File: config.mk
export PLATFORM = sky130hd
export DESIGN_NAME = ext_bus_waitctl
export DESIGN_NICKNAME = d
export VERILOG_FILES = /design/src/rtl/ebw_pkg.sv /design/src/rtl/ebw_ack_sync.sv /design/src/rtl/ebw_wait_cnt.sv /design/src/rtl/ebw_ack_latch.sv /design/src/rtl/ext_bus_waitctl.sv
export SDC_FILE = /design/constraint.sdc
export NUM_CORES = 1
export LEC_CHECK = 0
export BUFFER_PORTS_ARGS = -buffer_cell sky130_fd_sc_hd__buf_2
export CAP_MARGIN = 20
export CORE_AREA = 2 2 39 41
export DETAILED_ROUTE_END_ITERATION = 8
export DIE_AREA = 0 0 41 43
export GPL_TIMING_DRIVEN = 1
export PLACE_DENSITY = 0.71
export SLEW_MARGIN = 20
export SYNTH_ARGS = -nofsm -noshare
export SYNTH_HDL_FRONTEND = slang
export SYNTH_SLANG_ARGS = --single-unit
File: constraint.sdc
create_clock -name clk -period 3.64 [get_ports clk]
set_clock_uncertainty 0.2 [all_clocks]
set_input_delay 0 -clock clk [delete_from_list [all_inputs] [get_ports clk]]
set_output_delay 0 -clock clk [all_outputs]
set_load 0.01 [all_outputs]
File: src/rtl/ebw_pkg.sv
package ebw_pkg;

  typedef enum logic [1:0] {
    ST_IDLE = 2'd0,
    ST_ACT  = 2'd1,
    ST_DONE = 2'd2
  } ebw_state_e;

endpackage

File: src/rtl/ebw_ack_sync.sv
// Multi-stage synchronizer for the acknowledge level (asserted-high input).
module ebw_ack_sync #(
  parameter int STAGES = 2
) (
  input  logic clk,
  input  logic rst,
  input  logic ack_in,
  output logic ack_out
);

  logic [STAGES-1:0] chain;

  always_ff @(posedge clk) begin
    if (rst) begin
      chain <= '0;
    end else begin
      chain[0] <= ack_in;
      for (int i = 1; i < STAGES; i++) begin
        chain[i] <= chain[i-1];
      end
    end
  end

  assign ack_out = chain[STAGES-1];

endmodule

File: src/rtl/ebw_wait_cnt.sv
// Minimum wait-state down-counter, loaded at cycle start.
module ebw_wait_cnt #(
  parameter int W = 5
) (
  input  logic         clk,
  input  logic         rst,
  input  logic         load,
  input  logic [W-1:0] load_val,
  output logic         is_zero
);

  logic [W-1:0] cnt_q;

  always_ff @(posedge clk) begin
    if (rst) begin
      cnt_q <= '0;
    end else if (load) begin
      cnt_q <= load_val;
    end else if (cnt_q != '0) begin
      cnt_q <= cnt_q - 1'b1;
    end
  end

  assign is_zero = (cnt_q == '0);

endmodule

File: src/rtl/ebw_ack_latch.sv
// Holds an acknowledge seen at any point of the running cycle.
module ebw_ack_latch (
  input  logic clk,
  input  logic rst,
  input  logic clear,
  input  logic sample,
  input  logic ack,
  output logic pend
);

  always_ff @(posedge clk) begin
    if (rst) begin
      pend <= 1'b0;
    end else if (clear) begin
      pend <= 1'b0;
    end else if (sample && ack) begin
      pend <= 1'b1;
    end
  end

endmodule

File: src/rtl/ext_bus_waitctl.sv
module ext_bus_waitctl
  import ebw_pkg::*;
#(
  parameter int WS_W        = 5,
  parameter int SYNC_STAGES = 2
) (
  input  logic            clk,
  input  logic            rst,
  input  logic            req_valid,
  input  logic            req_dram,
  input  logic [WS_W-1:0] wait_cfg,
  input  logic            ta_async,
  input  logic            bus_owner,
  input  logic            ta_n,
  output logic            cyc_active,
  output logic            strobe_n,
  output logic            done
);

  ebw_state_e state_q;
  logic       ext_en_q;
  logic       ack_raw;
  logic       ack_synced;
  logic       ack_eff;
  logic       min_done;
  logic       ack_pend;
  logic       start_c;
  logic       finish_c;
  logic       sample_c;

  assign ack_raw = ~ta_n;

  ebw_ack_sync #(.STAGES(SYNC_STAGES)) u_sync (
    .clk     (clk),
    .rst     (rst),
    .ack_in  (ack_raw),
    .ack_out (ack_synced)
  );

  assign ack_eff = ta_async ? ack_synced : ack_raw;

  assign start_c  = (state_q == ST_IDLE) && req_valid && bus_owner;
  assign sample_c = (state_q == ST_ACT) && ext_en_q && bus_owner;
  assign finish_c = (state_q == ST_ACT) && min_done && (!ext_en_q || ack_pend);

  ebw_wait_cnt #(.W(WS_W)) u_cnt (
    .clk      (clk),
    .rst      (rst),
    .load     (start_c),
    .load_val (wait_cfg),
    .is_zero  (min_done)
  );

  ebw_ack_latch u_pend (
    .clk    (clk),
    .rst    (rst),
    .clear  (start_c),
    .sample (sample_c),
    .ack    (ack_eff),
    .pend   (ack_pend)
  );

  always_ff @(posedge clk) begin
    if (rst) begin
      state_q    <= ST_IDLE;
      ext_en_q   <= 1'b0;
      cyc_active <= 1'b0;
      strobe_n   <= 1'b1;
      done       <= 1'b0;
    end else begin
      done <= finish_c;
      unique case (state_q)
        ST_IDLE: begin
          if (start_c) begin
            state_q    <= ST_ACT;
            ext_en_q   <= (wait_cfg != '0) && !req_dram;
            cyc_active <= 1'b1;
            strobe_n   <= 1'b0;
          end
        end
        ST_ACT: begin
          if (finish_c) begin
            state_q    <= ST_DONE;
            cyc_active <= 1'b0;
            strobe_n   <= 1'b1;
          end
        end
        ST_DONE: begin
          state_q <= ST_IDLE;
        end
        default: begin
          state_q <= ST_IDLE;
        end
      endcase
    end
  end

endmodule

Yosys cells after proc, flatten, opt, wreduce, memory -nomap -nowiden --
Index checks and enable logic that the tools add are counted.
Storage, ports and cells: flip-flop bits (word level) 14, output and inout bits 3, logic and storage cells 46, input bits 12
Operators by class: multiplexer cells 12, bitwise gates (word level) 1, equality and inequality tests 3, reductions and logical operators 21, $add $sub $neg 1
Operator list (number):
- $mux W5 | 2
- $reduce_bool A5 Y1 | 2
- $logic_and A1 B1 Y1 | 8
- $logic_not A5 Y1 | 1
- $mux W1 | 5
- $sub A5 B1 Y5 const B | 1
- $mux W2 | 2
- $ne A2 B2 Y1 const B | 2
- $pmux W1 S2 | 2
- $pmux W2 S2 | 1
- $reduce_and A2 Y1 | 2
- $reduce_bool A2 Y1 | 2
- $reduce_and A3 Y1 | 1
- $eq A2 B1 Y1 const B | 1
- $logic_not A1 Y1 | 2
- $logic_not A2 Y1 | 1
- $reduce_or A2 Y1 | 1
- $logic_or A1 B1 Y1 | 1
- $not A1 Y1 | 1

Logic depth before layout (Yosys ltp) --
Gate-level depths: netlist of run 1.
depth after elaboration 5, mapped depth 6, mapped depth without buffers 5

Hierarchy --
From an unflattened synthesis of run 1, not the netlist that was laid out.
Second synthesis, totals: cell total of the unflattened synthesis 67, area total of the unflattened synthesis 643.1 um^2
Modules (own cells, without submodules):
- ebw_wait_cnt | instances 1, sequential area each 100.1 um^2, cells an instance 32, area each 287.8 um^2
- ext_bus_waitctl | instances 1, sequential area each 120.1 um^2, cells an instance 28, area each 264.0 um^2
- ebw_ack_sync | instances 1, sequential area each 40.0 um^2, cells an instance 4, area each 52.6 um^2
- ebw_ack_latch | instances 1, sequential area each 20.0 um^2, cells an instance 3, area each 38.8 um^2

Least setup slack after synthesis of run 1 --
OpenSTA, ideal clock, no wires.
path type register to register, start point register u_cnt.cnt_q[0], end point register u_cnt.cnt_q[1], path slack 1849 ps, buffers on the path 1, arrival 1524 ps, data required time 3373 ps, stages on the path, launching flop included 7, cell sequence dfxtp_1 > inv_1 > ha_1 > or4b_1 > buf_6 > mux2_4 > o21ai_2
On the way: word-level cells in the longest chain between the ends 3, elaborated cells between the ends (all ways) 5, classes of those cells 1 x add/sub; 2 x mux; 2 x reduce/logical
Ends and longest elaborated chain:
- start, declared | RTL line ebw_wait_cnt.sv:12 | logic [W-1:0] cnt_q;
- start signal, assigned | RTL line ebw_wait_cnt.sv:18 | cnt_q <= load_val;
- start signal, assigned | RTL line ebw_wait_cnt.sv:20 | cnt_q <= cnt_q - 1'b1;
- $sub A5 B1 Y5 | RTL line ebw_wait_cnt.sv:20
- $mux W5 | RTL line ebw_wait_cnt.sv:19 | end else if (cnt_q != '0) begin
- $mux W5 | RTL line ebw_wait_cnt.sv:17 | end else if (load) begin
Several ways; a longest one is shown, not always the timed one. The select of a mux whose other input is x is not followed. A chain may end at the register's enable or synchronous reset.

Final worst setup path of run 1 --
start point input port bus_owner, end point register u_cnt.cnt_q[3]
On the way: word-level cells in the longest chain between the ends 2, elaborated cells between the ends (all ways) 3, classes of those cells 1 x mux; 2 x reduce/logical
Ends and longest elaborated chain:
- start, declared | RTL line ext_bus_waitctl.sv:13 | input logic bus_owner,
- $logic_and A1 B1 Y1 (*) | RTL line ext_bus_waitctl.sv:42 | assign start_c = (state_q == ST_IDLE) && req_valid && bus_owner;
- $mux W5 / $reduce_bool A2 Y1 (equally long branches)
Every way passes the cells marked *; elsewhere a longest branch is shown, timed or not.

==> results of run 1 <==
state kept, by name, summed over array words and instances, names as in the netlist:
signal and flops:
cyc_active 1, done 1, ext_en_q 1, state_q 2
strobe_n 1, u_cnt.cnt_q 5, u_pend.pend 1, u_sync.chain 2
power by group through the flow:
stage / registers, mW / clock network [mW] / logic (mW)
2_1_floorplan: 0.206 / 0 / 0.160
3_3_place_gp: 0.208 / 0 / 0.171
3_5_place_dp: 0.210 / 0 / 0.170
4_1_cts: 0.207 / 0.116 / 0.198
5_1_grt: 0.211 / 0.127 / 0.225
6_report: 0.209 / 0.115 / 0.202
final timing paths:
kind,startpoint,endpoint,slack [ns],cells past startpoint
worst min register to register,u_sync.chain[0]$_SDFF_PP0_,u_sync.chain[1]$_SDFF_PP0_,0.24,1
worst max register to register,state_q[1]$_SDFFE_PP0P_,u_cnt.cnt_q[3]$_SDFFE_PP0P_,0.71,5
worst min-delay path,req_valid,cyc_active$_SDFFE_PP0P_,0.03,4
worst max-delay path,bus_owner,u_cnt.cnt_q[3]$_SDFFE_PP0P_,0.68,7
metal layers:
layer  up-vias  global-route usage (%)
met2        22                    30.9
met5         -                       0
met3         2                    4.71
met4         0                    10.0
li1        299                       -
met1       285                    27.6
per-stage QoR:
step	hold slack (ns)	std cells
after CTS	0.0145	116
after global routing	0.0255	116
final	0.0279	116
after detailed placement	-0.0249	92
after floorplan	-0.133	65
after global placement	-0.0238	92
final cells by class:
cell class,instances,area [µm²],area share (%)
inverters,4,15.0,1.62
well taps,16,20.0,2.15
repair buffers,34,270,29.1
multi-input cells,44,308,33.1
flip-flops and latches,14,280,30.1
clock buffers,4,36.3,3.90
cell usage after synthesis, types with 2 or more instances:
cell / n
dfxtp_1: 14
o21ai_0: 2
nand2_1: 4
a21oi_1: 6
nand3b_1: 2
inv_1: 4
nor2_1: 4
clkbuf_1: 2
nor3_1: 2
nor2b_1: 4
a211o_1: 2
critical path: cells and delay by family:
family                 cells  cell delay (ns)
buffers and inverters      4             1.81
AOI/OAI and AO/OA          1             0.12
and+or+nand+nor            2             1.08
what timing repair did:
| action | CTS | global route |
|---|---|---|
| hold buffers | 20 | 0 |
| setup buffers | 0 | 0 |
| endpoints found under the hold margin | 14 | 0 |
cells by family after synthesis:
group	after synthesis
XOR/XNOR	2
multiplexers	1
buffers and inverters	7
AO/OA/AOI/OAI	15
flip-flops	14
AND/OR/NAND/NOR	25
adder cells (fa/ha/maj)	1
==> key figures, run 1 <==
Routing
  • Initial DRC Count: 25
  • Avg WL per Cell: 13.4 µm
  • Highest routed layer: met4
  • DRT Wirelength: 1.56 mm
  • Vias: 608
  • Met3 wire len: 75 µm
  • First-pass DRT Iterations: 4
  • # DRC: 0
  • Routed vias/inst: 5.24
  • DR WL met2: 742 µm
  • Post-Route M1 WL: 730 µm
  • Antenna-violating nets left: 0

Floorplanning
  • # IOs: 15
  • Core area: 1380 µm²
  • Die W: 41 µm
  • Die Area: 1760 µm²
  • Initial Utilization: 44.9%
  • Die Ht: 43 µm
  • FP Rows: 14

STA
  • Fmax: 337 MHz
  • Worst slew margin: 29.6%
  • RSZ-0062 raised after global routing: false
  • Final hold vios: 0
  • Final min period: 2.96 ns
  • Setup TNS: 0 ns
  • Fin crit share: 81.4%
  • Final setup margin: 0.677 ns
  • Max-slew violation count: 0
  • Worst-Margin Slew: 1.04 ns
  • Setup violators final: 0

Setup path
  • CP arrival: 3.00 ns
  • Crit end category: flop
  • Cell with the largest stage delay on the worst path: nor4bb_1
  • Worst-path cell chain: dlygate4sd3_1 -> buf_2 -> nor4bb_1 -> nand2_1 -> dlygate4sd3_1 -> a21oi_1 -> dlygate4sd3_1
  • Crit start category: primary input
  • Worst setup path category: in2reg
  • Critical path fanouts, max: 6
  • Worst path required time: 3.67 ns
  • Slowest stage delay, CP: 0.89 ns
  • Most frequent cell on the critical path: dlygate4sd3_1

Synthesis
  • Multiplexer share of the synthesized area: 2.41%
  • Share of the yosys chip area belonging to registers: 45.1%
  • #FFs+latches synth: 14
  • Number of synthesis warnings: 0
  • XOR/XNOR Fraction of Synth Area: 2.82%
  • Number of enable flip-flop cells after synthesis: 0
  • Post-synthesis cell count: 65
  • Average size of a mapped cell: 9.57 µm²
  • Post-synth cell types: 30
  • Top FF cell, synth: dfxtp_1
  • Cell taking the most area after synthesis: dfxtp_1
  • Adder-cell area share of the yosys netlist: 2.01%
  • Async SR Flop Fraction: 0%
  • Mapped Area: 622 µm²
  • Synth Area in Compound Gates: 16.3%
  • Post-synthesis simple-gate area fraction: 26.0%
  • Largest family of logic cells by synthesized area: simple AND/OR/NAND/NOR gates
  • Leading post-synthesis cells by cell area: dfxtp_1 (45%), a21oi_1 (4.8%), nor2b_1 (4.0%)
  • Synth Net Count: 78
  • Share of the synthesized area in the top cell type: 45.1%

Global routing
  • Vias in the first global route: 536
  • Overall routing resource usage: 20.9%
  • Global-route wire length before repair: 2.39 mm
  • Largest net degree at the start of global routing: 15
  • Initial antenna violation count: 0
  • GR Overflow Total: 0

Worst hold path
  • HP Class: in2reg

Cells and area
  • Share of cells above drive strength 1: 22.0%
  • Nets: 114
  • Inserted Diodes: 0
  • Number of fill cells: 109
  • Post-route cell area: 930 µm²
  • Synth-to-layout area growth: 49.5%
  • Most frequent cells in the layout: dlygate4sd3_1 (20), dfxtp_1 (14), buf_2 (14), a21oi_1 (6)
  • Final Util: 67.2%
  • Most common cell after layout, fill and taps aside: dlygate4sd3_1

Clock network
  • CTS Buf Count: 3
  • Max Root-Sink Buffers: 2
  • # H-tree levels: 1
  • Worst-path clk slew: 0.09 ns
  • CTS tree: yes
  • CTS sink cnt: 14
  • Root buffer cell: clkbuf_4
  • Cts repair resizes: 0
  • Clock Latency Late Sink: 0.28 ns

Power
  • Power per cell area: 565 nW/µm²
  • Part of the power in registers: 39.7%
  • Peak VDD IR: 404 µV
  • Switching share of power: 32.3%
  • Comb power frac: 38.4%
  • Psw: 0.170 mW
  • Pint: 0.355 mW
  • Tot Pwr: 0.525 mW
  • Clock share of power: 21.9%
  • Leakage power: 0.387 nW

Placement
  • # port buffers: 14
  • RePlAce Congestion: 0.754
  • Placed Instance Area: 693 µm²
  • Pre-CTS WS: 1.73 ns
  • Detail Placement HPWL: 864 µm

Run
  • Max Cap Violations: 0

Status
  • Outcome: finished, final reports clean
(Power assumes the default switching activity.)
==> run 2, diff against run 1 <==
CORE_AREA = default   (was 2 2 39 41)
CORE_UTILIZATION = 44   (was default)
DIE_AREA = default   (was 0 0 41 43)
PLACE_DENSITY = 0.7   (was 0.71)
clock period = 2.45 ns   (was 3.64 ns; I/O delays follow)
==> key figures, run 2 (synthesized netlist as in run 1, its figures left out) <==
STA
  • Setup violators final: 0 (unchanged)
  • Final min period: 2.29 ns
  • Worst slew margin: 76.3% (+47 points)
  • Final hold vios: 0 (unchanged)
  • Setup TNS: 0 ns (unchanged)
  • Worst-Margin Slew: 0.352 ns (-0.690 ns)
  • Fmax: 436 MHz
  • Fin crit share: 93.6%
  • WHS: 0.0468 ns (+0.0189 ns)
  • RSZ-0062 raised after global routing: false
  • Final setup margin: 0.158 ns (-0.519 ns)
  • Max-slew violation count: 0 (unchanged)

Global routing
  • Largest net degree at the start of global routing: 15 (unchanged)
  • Met1 Usage GRT: 28.1% (+0.55 points)
  • Grt met3 use: 7.39% (+2.7 points)
  • Vias in the first global route: 528 (-1.5%)
  • GRT Max-Usage Layer: met2
  • Initial antenna violation count: 0 (unchanged)
  • Met2 GRT Util: 37.7% (+6.8 points)
  • GR Overflow Total: 0 (unchanged)
  • Overall routing resource usage: 24.1% (+3.2 points)
  • Global-route wire length before repair: 2.42 mm (+0.88%)

Cells and area
  • Final Util: 68.8% (+1.7 points)
  • Post-route cell area: 896 µm² (-3.6%)
  • Top reg by flops: u_cnt.cnt_q
  • Multi-input gate area: 312 µm² (+1.2%)
  • Most frequent cells in the layout: dlygate4sd3_1 (17), dfxtp_1 (14), buf_2 (14), a21oi_1 (6)
  • Max reg flops: 5 (unchanged)
  • Synth-to-layout area growth: 44.1%
  • Share of cells above drive strength 1: 23.7% (+1.7 points)
  • Nets: 112 (-1.8%)
  • Inserted Diodes: 0 (unchanged)
  • Reg area: 280 µm² (unchanged)
  • Most common cell after layout, fill and taps aside: dlygate4sd3_1
  • Largest regs: u_cnt.cnt_q x5, state_q x2, u_sync.chain x2
  • Number of fill cells: 109 (unchanged)

Clock network
  • CTS Buf Count: 3 (unchanged)
  • # H-tree levels: 1 (unchanged)
  • CTS tree: yes
  • Max Root-Sink Buffers: 2 (unchanged)
  • Clock Latency Late Sink: 0.28 ns (about the same)
  • Root buffer cell: clkbuf_4
  • Worst-path clk slew: 0.08 ns (about the same)
  • CTS sink cnt: 14 (unchanged)

Setup path
  • CP arrival: 2.27 ns (-0.73 ns)
  • Worst setup path category: reg2reg
  • FF-to-FF setup slack: 0.16 ns (-0.55 ns)
  • CP startpoint: u_cnt.cnt_q[0]$_SDFFE_PP0P_
  • Worst path required time: 2.42 ns (-1.25 ns)
  • Reg2Reg Launch Point: u_cnt.cnt_q[0]$_SDFFE_PP0P_
  • Crit start category: flop
  • Reg2Reg Depth: 6 (+1)
  • Crit end category: flop
  • Critical path fanouts, max: 6 (unchanged)

Power
  • Switching share of power: 34.1% (+1.8 points)
  • Clock share of power: 17.1% (-4.8 points)
  • Leakage power: 0.376 nW (-3.0%)
  • Comb power frac: 42.4% (+4.0 points)
  • Part of the power in registers: 40.5% (+0.8 points)
  • Pint: 0.506 mW (+42%)
  • Psw: 0.262 mW (+54%)
  • Power per cell area: 857 nW/µm² (+52%)
  • Peak VDD IR: 643 µV (+59%)

Routing
  • Vias: 606 (-0.33%)
  • First-pass DRT Iterations: 5 (+1)
  • # DRC: 0 (unchanged)
  • Initial DRC Count: 14 (-44%)
  • Antenna-violating nets left: 0 (unchanged)
  • DRT Wirelength: 1.52 mm (-2.4%)
  • Routed vias/inst: 5.41 (+3.2%)
  • Avg WL per Cell: 13.6 µm (+1.1%)

Placement
  • Pre-CTS WS: 0.539 ns (-1.19 ns)
  • Detail Placement HPWL: 879 µm (+1.8%)
  • RePlAce Congestion: 0.738 (-2.2%)
  • Placed Instance Area: 699 µm² (+0.90%)
  • # port buffers: 14 (unchanged)

Worst hold path
  • Hold Crit Depth: 3 (-1)
  • HP Class: in2reg
  • Hold_sp: req_valid

Floorplanning
  • Die Ht: 39.6 µm (-7.9%)
  • Core area: 1300 µm² (-6.0%)
  • FP Rows: 13 (-1)
  • Die W: 39.6 µm (-3.4%)
  • Die Area: 1570 µm² (-11%)
  • # IOs: 15 (unchanged)
  • Initial Utilization: 47.8% (+2.9 points)

Run
  • Max Cap Violations: 0 (unchanged)

Status
  • Outcome: finished, final reports clean
==> run 2: cell count changes in the layout (fill, tap and decap cells not counted), sizes merged <==
cell         delta
clkbuf          -1
dlygate4sd3     -3
buf             +1
==> run 2: area by class of cell <==
class,instances,share of cell area [%]
Clock buffer,3,2.51
Inverter,4,1.68
Multi-Input combinational cell,44,34.8
Sequential cell,14,31.3
Tap cell,15,2.09
Timing Repair Buffer,32,27.7
==> run 2: critical path, cell delays in order (launching register included) <==
cell           delay [ns]
dfxtp_1              0.35
inv_1                0.07
ha_1                 0.20
or4b_4               0.54
o211ai_1             0.17
a21oi_1              0.10
dlygate4sd3_1        0.56
==> run 2: routing by layer <==
layer	vias up	share of wire (%)	routed length (µm)
met5	-	0	0
met4	0	3.9	60
met3	12	5.4	82
met2	22	45	692
met1	276	45	687
li1	296	-	-
==> run 2: worst paths after layout <==
check                                                   end
worst max-delay path            u_cnt.cnt_q[3]$_SDFFE_PP0P_
worst min-delay path                state_q[0]$_SDFFE_PP0P_
worst max register to register  u_cnt.cnt_q[3]$_SDFFE_PP0P_
worst min register to register   u_sync.chain[1]$_SDFF_PP0_
==> run 2: power by group through the flow <==
| stage | combinational (mW) | sequential (mW) | clock [mW] |
|---|---|---|---|
| detailed placement | 0.260 | 0.312 | 0 |
| CTS | 0.298 | 0.307 | 0.133 |
| global route | 0.348 | 0.314 | 0.141 |
| finish | 0.325 | 0.311 | 0.131 |
| global placement | 0.259 | 0.311 | 0 |
| floorplan | 0.237 | 0.306 | 0 |
==> run 2: through the flow <==
step	power [mW]	std cells
floorplan	0.543	65
global placement	0.570	92
detailed placement	0.571	92
CTS	0.738	112
global route	0.803	112
finish	0.768	112
==> run 2: what timing repair did <==
action / 4_1_cts / 5_1_grt
hold buffers: 17 / 0
hold endpoints to repair: 14 / 0
setup endpoints to repair: 0 / 1
buffers inserted: 0 / 0
resized for setup: 0 / 1
